[src/rtl/gpb_pkg.sv]
package gpb_pkg;

    localparam int PIN_W        = 8;   // pins per port, fixed by the masked word format
    localparam int PORT_FIELD_W = 2;   // address bits [3:2]
    localparam int WINDOW_BYTES = 128; // eight groups of 16 bytes
    localparam int NUM_CTRL     = 3;   // configure, drive enable, output value

    typedef enum logic [2:0] {
        GRP_CFG  = 3'd0,
        GRP_OE   = 3'd1,
        GRP_OUT  = 3'd2,
        GRP_IN   = 3'd3,
        GRP_ISTA = 3'd4,
        GRP_IENB = 3'd5,
        GRP_ILVL = 3'd6,
        GRP_ICLR = 3'd7
    } grp_e;

    typedef struct packed {
        logic [PIN_W-1:0] sel;
        logic [PIN_W-1:0] val;
    } mword_t;

    typedef struct packed {
        logic                    hit;
        logic                    masked;
        grp_e                    grp;
        logic [PORT_FIELD_W-1:0] port;
    } dec_t;

    function automatic logic [PIN_W-1:0] merge_bits(input logic [PIN_W-1:0] old,
                                                    input mword_t w);
        return (old & ~w.sel) | (w.val & w.sel);
    endfunction

    function automatic logic has_alias(input grp_e g);
        return !(g == GRP_IN || g == GRP_ICLR);
    endfunction

endpackage

[src/rtl/gpb_addr_dec.sv]
module gpb_addr_dec
    import gpb_pkg::*;
#(
    parameter int ADDR_W    = 12,
    parameter int UPPER_OFF = 'h800,
    parameter int PORTS     = 4
) (
    input  logic [ADDR_W-1:0] addr,
    output dec_t              dec
);
    localparam logic [ADDR_W-1:0] OFFS_MASK   = ADDR_W'(WINDOW_BYTES - 1);
    localparam logic [ADDR_W-1:0] REGION_MASK = ~OFFS_MASK;
    localparam logic [ADDR_W-1:0] ALIAS_BASE  = ADDR_W'(UPPER_OFF);

    logic [ADDR_W-1:0] region;
    logic              in_plain;
    logic              in_alias;
    logic              port_ok;
    grp_e              grp;

    always_comb begin
        region   = addr & REGION_MASK;
        in_plain = (region == '0);
        in_alias = (region == ALIAS_BASE);
        grp      = grp_e'(addr[6:4]);
        port_ok  = (int'(addr[3:2]) < PORTS);

        dec.grp    = grp;
        dec.port   = addr[3:2];
        dec.masked = in_alias;
        dec.hit    = port_ok && (in_plain || (in_alias && has_alias(grp)));
    end
endmodule

[src/rtl/gpb_mask_reg.sv]
module gpb_mask_reg
    import gpb_pkg::*;
(
    input  logic             clk,
    input  logic             rst,
    input  logic             we,
    input  logic             masked,
    input  mword_t           wword,
    output logic [PIN_W-1:0] q
);
    always_ff @(posedge clk) begin
        if (rst) begin
            q <= '0;
        end else if (we) begin
            q <= masked ? merge_bits(q, wword) : wword.val;
        end
    end

    // a plain write lands all eight bits
    a_r2_plain_replaces: assert property (@(posedge clk) disable iff (rst)
        we && !masked |=> q == $past(wword.val));

    // unselected pins keep their old value
    a_r3_unselected_kept: assert property (@(posedge clk) disable iff (rst)
        we && masked |=> (q & ~$past(wword.sel)) == ($past(q) & ~$past(wword.sel)));

    // selected pins take the new value
    a_r3_selected_taken: assert property (@(posedge clk) disable iff (rst)
        we && masked |=> (q & $past(wword.sel)) == ($past(wword.val) & $past(wword.sel)));

    // no strobe, no change
    a_r9_hold_idle: assert property (@(posedge clk) disable iff (rst)
        !we |=> $stable(q));
endmodule

[src/rtl/gpb_sync.sv]
module gpb_sync #(
    parameter int WIDTH = 32
) (
    input  logic             clk,
    input  logic             rst,
    input  logic [WIDTH-1:0] din,
    output logic [WIDTH-1:0] dout
);
    logic [WIDTH-1:0] stage1;
    logic [WIDTH-1:0] stage2;

    always_ff @(posedge clk) begin
        if (rst) begin
            stage1 <= '0;
            stage2 <= '0;
        end else begin
            stage1 <= din;
            stage2 <= stage1;
        end
    end

    assign dout = stage2;

    // output equals the input of two edges earlier
    a_r5_two_stage: assert property (@(posedge clk) disable iff (rst)
        !$past(rst) && !$past(rst, 2) |-> dout == $past(din, 2));
endmodule

[src/rtl/gpb_bank_regs.sv]
module gpb_bank_regs
    import gpb_pkg::*;
#(
    parameter int PORTS     = 4,
    parameter int ADDR_W    = 12,
    parameter int UPPER_OFF = 'h800,
    parameter int DATA_W    = 32
) (
    input  logic                   clk,
    input  logic                   rst,
    input  logic [ADDR_W-1:0]      bus_addr,
    input  logic                   bus_wen,
    input  logic [DATA_W-1:0]      bus_wdata,
    output logic [DATA_W-1:0]      bus_rdata,
    output logic                   irq_sel,
    input  logic [DATA_W-1:0]      irq_rdata,
    input  logic [PORTS*PIN_W-1:0] pad_in,
    output logic [PORTS*PIN_W-1:0] pad_out,
    output logic [PORTS*PIN_W-1:0] pad_oe
);
    localparam int PADS = PORTS * PIN_W;

    dec_t             dec;
    mword_t           wword;
    logic [PADS-1:0]  in_sync;
    logic [PIN_W-1:0] ctrl_q [PORTS][NUM_CTRL];
    logic [PIN_W-1:0] rd_byte;

    assign wword = mword_t'(bus_wdata[2*PIN_W-1:0]);

    gpb_addr_dec #(
        .ADDR_W   (ADDR_W),
        .UPPER_OFF(UPPER_OFF),
        .PORTS    (PORTS)
    ) u_dec (
        .addr(bus_addr),
        .dec (dec)
    );

    gpb_sync #(.WIDTH(PADS)) u_sync (
        .clk (clk),
        .rst (rst),
        .din (pad_in),
        .dout(in_sync)
    );

    for (genvar p = 0; p < PORTS; p++) begin : g_port
        for (genvar r = 0; r < NUM_CTRL; r++) begin : g_reg
            logic we;
            assign we = bus_wen && dec.hit && (dec.grp == grp_e'(r))
                        && (int'(dec.port) == p);
            gpb_mask_reg u_reg (
                .clk   (clk),
                .rst   (rst),
                .we    (we),
                .masked(dec.masked),
                .wword (wword),
                .q     (ctrl_q[p][r])
            );
        end
        assign pad_oe [p*PIN_W +: PIN_W] = ctrl_q[p][GRP_CFG] & ctrl_q[p][GRP_OE];
        assign pad_out[p*PIN_W +: PIN_W] = ctrl_q[p][GRP_CFG] & ctrl_q[p][GRP_OUT];
    end

    assign irq_sel = dec.hit && dec.grp[2];

    always_comb begin
        rd_byte = '0;
        case (dec.grp)
            GRP_CFG, GRP_OE, GRP_OUT: rd_byte = ctrl_q[dec.port][dec.grp[1:0]];
            GRP_IN:                   rd_byte = in_sync[dec.port*PIN_W +: PIN_W];
            default:                  rd_byte = '0;
        endcase
        if (!dec.hit)     bus_rdata = '0;
        else if (irq_sel) bus_rdata = irq_rdata;
        else              bus_rdata = DATA_W'(rd_byte);
    end

    // the cycle after reset, no pad is driven
    a_r1_reset_quiet: assert property (@(posedge clk) disable iff (rst)
        $past(rst) |-> pad_oe == '0 && pad_out == '0);

    // without a write strobe the pad controls hold
    a_r8_idle_hold: assert property (@(posedge clk) disable iff (rst)
        !bus_wen |=> $stable(pad_oe) && $stable(pad_out));

    // accesses to interrupt groups leave local pad controls alone
    a_r7_irq_no_effect: assert property (@(posedge clk) disable iff (rst)
        bus_wen && irq_sel |=> $stable(pad_oe) && $stable(pad_out));
endmodule

[config.mk]
export PLATFORM = sky130hd
export DESIGN_NAME = gpb_bank_regs
export DESIGN_NICKNAME = d
export VERILOG_FILES = /design/src/rtl/gpb_pkg.sv /design/src/rtl/gpb_addr_dec.sv /design/src/rtl/gpb_mask_reg.sv /design/src/rtl/gpb_sync.sv /design/src/rtl/gpb_bank_regs.sv
export SDC_FILE = /design/constraint.sdc
export NUM_CORES = 1
export LEC_CHECK = 0
export ABC_AREA = 0
export ABC_CLOCK_PERIOD_IN_PS = 2640
export BUFFER_PORTS_ARGS = -buffer_cell sky130_fd_sc_hd__buf_4
export CAP_MARGIN = 15
export CELL_PAD_IN_SITES_DETAIL_PLACEMENT = 1
export CELL_PAD_IN_SITES_GLOBAL_PLACEMENT = 1
export CORE_UTILIZATION = 41
export DETAILED_ROUTE_END_ITERATION = 10
export PLACE_DENSITY_LB_ADDON = 0.1
export SETUP_SLACK_MARGIN = 0.15
export SLEW_MARGIN = 10
export SYNTH_ARGS = -nofsm -noshare
export SYNTH_HDL_FRONTEND = slang
export SYNTH_HIERARCHICAL = 1
export SYNTH_SLANG_ARGS = --single-unit
[constraint.sdc]
create_clock -name clk -period 2.64 [get_ports clk]
set_input_delay 0.528 -clock clk [delete_from_list [all_inputs] [get_ports clk]]
set_output_delay 0.528 -clock clk [all_outputs]
set_load 0.02 [all_outputs]
==> summary.log <==
[outcome] outcome finished with violations
[outcome] violations in the final reports negative setup slack
[die] I/O pin cnt 208
[synth] Mean Syn Cell Area 9.48 µm²
[setup_path] cell type of the slowest stage on the worst timing path o41ai_2
[routing] post-detailed-route count of antenna-violating nets 0
[synth] synth unique cells 31
[layout] final-layout fill cell count 2275
[layout] design area 0.0115 mm²
[setup_path] CP dominant cell by count buf_12
[power_and_ir_drop] Peak supply drop 0.429 mV
[sta] setup ws final -0.0213 ns
[power_and_ir_drop] Power Density 513 mW/mm²
[sta] number of max-slew violations in the final report 0
[placed_design] HPWL after DPL 21.0 mm
[clock_network] clock sinks 160
[sta] setup repair after global routing missed its margin true
[grt] GRT Resource Usage Total 0.280
[clock_network] number of H-tree levels 4
[die] floorplan die width 146 µm
[sta] worst clock skew on the final layout 0.00411 ns
[worst_hold_path] path class of the lowest-slack min-delay path in -> reg
[sta] Max Clk Rate 376 MHz
[synth] post-synthesis cell area 0.00854 mm²
[die] core area 0.0203 mm²
[routing] via count 7776
[grt] GR Util met3 0.0588
[routing] sum of routed wire length over all layers 30.6 mm
[sta] Period Utilization, post-route 1.01
[die] area enclosed by the die boundary 0.0214 mm²
[synth] Cells after Synth 901
[layout] diodes inserted 0
[grt] met1 capacity usage during global routing 0.364
[layout] share of the core filled with cells in the final layout 0.569
[setup_path] critical path's largest stage delay 0.41 ns
[routing] detailed-route wire length per cell 22.0 µm
[setup_path] sort of element at the start of the critical path input pin
[grt] global route total overflow 0
[die] FP Rows 52
[clock_network] CTS Buf Count 17
[clock_network] TritonCTS clock tree built
[sta] fin crit period 2.66 ns
[setup_path] Worst Path Max Fanout 6
[clock_network] Clock transition at path regs 0.07 ns
[setup_path] CP Data Required Time 2.11 ns
[setup_path] Setup CP Type in -> out
[synth] post-synth net total 1012
[synth] register bit count reported by yosys 160
[synth] post-synthesis sequential area ratio 0.375
[sta] tightest slew margin relative to the limit 0.523
[sta] slew at the pin closest to its max-slew limit 0.715 ns
[setup_path] Crit. End Element output port
[setup_path] cell family with most CP delay buffers and inverters
[routing] Post-route DRC 0
[layout] synthesis-to-layout area growth 35.1%
[routing] vias per cell 5.60
[sta] final setup violation count 1
[routing] initial detailed-routing violation count 456
[clock_network] Clock Latency Late Sink 0.42 ns
[routing] first-pass detailed-route iteration total 4
[grt] via count of the first global-routing pass 7997
[flow_run] maxcap violations 0
[synth] Yosys warning total 6
[grt] number of antenna violations at the first check in global routing 0
[grt] wire length of the first global-routing pass 45.8 mm
[placed_design] placement-stage cell area 0.0104 mm²
[grt] largest net degree at the start of global routing 97
[power_and_ir_drop] static leakage 0.00440 µW
[layout] Non-Filler Instances 1389
[placed_design] quantity of I/O buffers inserted on ports 189
[placed_design] routability congestion estimate from global placement 0.848
[sta] number of hold violations in the final report 0
[layout] post-layout net count 1217
[placed_design] post-placement cell count 1349
[clock_network] number of buffers on the longest clock path 2
[layout] fraction of final layout cells sized beyond drive strength 1 0.486
[setup_path] Critical path buffers and inverters 6
[grt] layer with the highest usage met2
[die] initial core utilization 0.421
[grt] met2 track demand over resource 0.460
[setup_path] arrival time reported for the critical path endpoint 2.13 ns
[die] die height 146 µm
[clock_network] CTS Root Buffer Type clkbuf_16
[setup_path] cells along the critical path buf_12, buf_12, buf_12, buf_4, mux2i_1, buf_4, o22ai_1, o41ai_2, nor2_2, buf_6
[cells by family after synthesis]
group,after synthesis,share of synthesized area
mux,56,0.0902
buf+inv,70,0.0502
flops,160,0.375
compound gates,216,0.143
simple gates,399,0.341
[power by group]
part	internal, µW	total [µW]	leakage (µW)	switching [µW]
registers	2460	2470	0.00131	12.9
logic	275	587	0.00275	312
clock network	1750	2870	0.000334	1120
[cells in the mapped netlist (all sizes together)]
master	number	area (µm²)
and2	67	419
or2	2	12.5
clkinv	1	3.75
and3	24	150
mux4	16	360
nand2b	4	25.0
nor4	1	12.5
mux2i	32	320
mux2	8	90.1
or3b	1	8.76
buf	49	350
or3	1	6.26
dfxtp	160	3200
nor3	3	15.0
clkbuf	8	30.0
nor2b	160	1390
nand3	1	5.00
nand2	4	15.0
o21ai	96	480
a21oi	96	571
o22ai	16	100
inv	12	45.0
nor2	34	128
o41ai	8	70.1
nand3b	97	728
[repair_timing]
item	CTS	global route
hold buffers	0	0
endpoints found under the hold margin	0	0
endpoints found under the setup margin	8	13
setup buffers	3	3
gates cloned	1	1
pin swaps	3	6
gates resized for setup	58	29
[layout make-up]
class                           count  area [µm²]  share of cell area
Inverter                           13        48.8             0.00423
Sequential cell                   160        3230               0.280
Clock inverter                     14         239              0.0207
Timing Repair Buffer              243        2080               0.180
Clock buffer                       18         439              0.0381
Tap cell                          270         338              0.0293
Multi-Input combinational cell    671        5160               0.447
[final timing paths]
| check | start | to | slack [ns] | cells past startpoint |
|---|---|---|---|---|
| worst min register to register | u_sync/stage1[5]$_SDFF_PP0_ | u_sync/dout[5]$_SDFF_PP0_ | 0.44 | 1 |
| worst max register to register | flop | flop | 1.82 | 2 |
| worst min-delay path | pad_in[8] | u_sync/stage1[8]$_SDFF_PP0_ | 0.31 | 2 |
| worst max-delay path | bus_addr[3] | bus_rdata[7] | -0.02 | 10 |
[layer usage]
metal  up-vias  share of wire
met5         -              0
met4         0          0.028
met3        51          0.063
met2       320           0.47
met1      3853           0.44
li1       3552              -
[placed cells by master, fill, tap and decap left out, types with 8 or more instances in the layout]
| master | n |
|---|---|
| buf_4 | 213 |
| o22ai_1 | 8 |
| a21oi_2 | 24 |
| mux4_2 | 16 |
| nor2_1 | 28 |
| nand3b_1 | 97 |
| mux2_4 | 8 |
| dfxtp_2 | 18 |
| buf_12 | 13 |
| nor2b_2 | 156 |
| and3_1 | 24 |
| clkbuf_16 | 18 |
| o21ai_1 | 96 |
| inv_2 | 12 |
| and2_1 | 66 |
| buf_6 | 15 |
| dfxtp_1 | 140 |
| a21oi_1 | 72 |
| mux2i_1 | 25 |
[worst register-to-register path: cells and delay by family, from the launching register on]
kind            cells  cell delay [ns]
compound gates      2             0.29
flops               1             0.46
[metrics by stage]
stage	total power (µW)	setup TNS [ns]	setup slack [ns]	hold slack, ns
floorplan	2750	0	0.168	0.414
global placement	3040	-0.488	-0.156	0.423
detailed placement	3050	-0.650	-0.115	0.426
CTS	5930	0	0.0514	0.294
global route	6110	-0.139	-0.0681	0.301
finish	5920	-0.0213	-0.0213	0.306
Note: power is estimated with default switching activity, not from simulation.
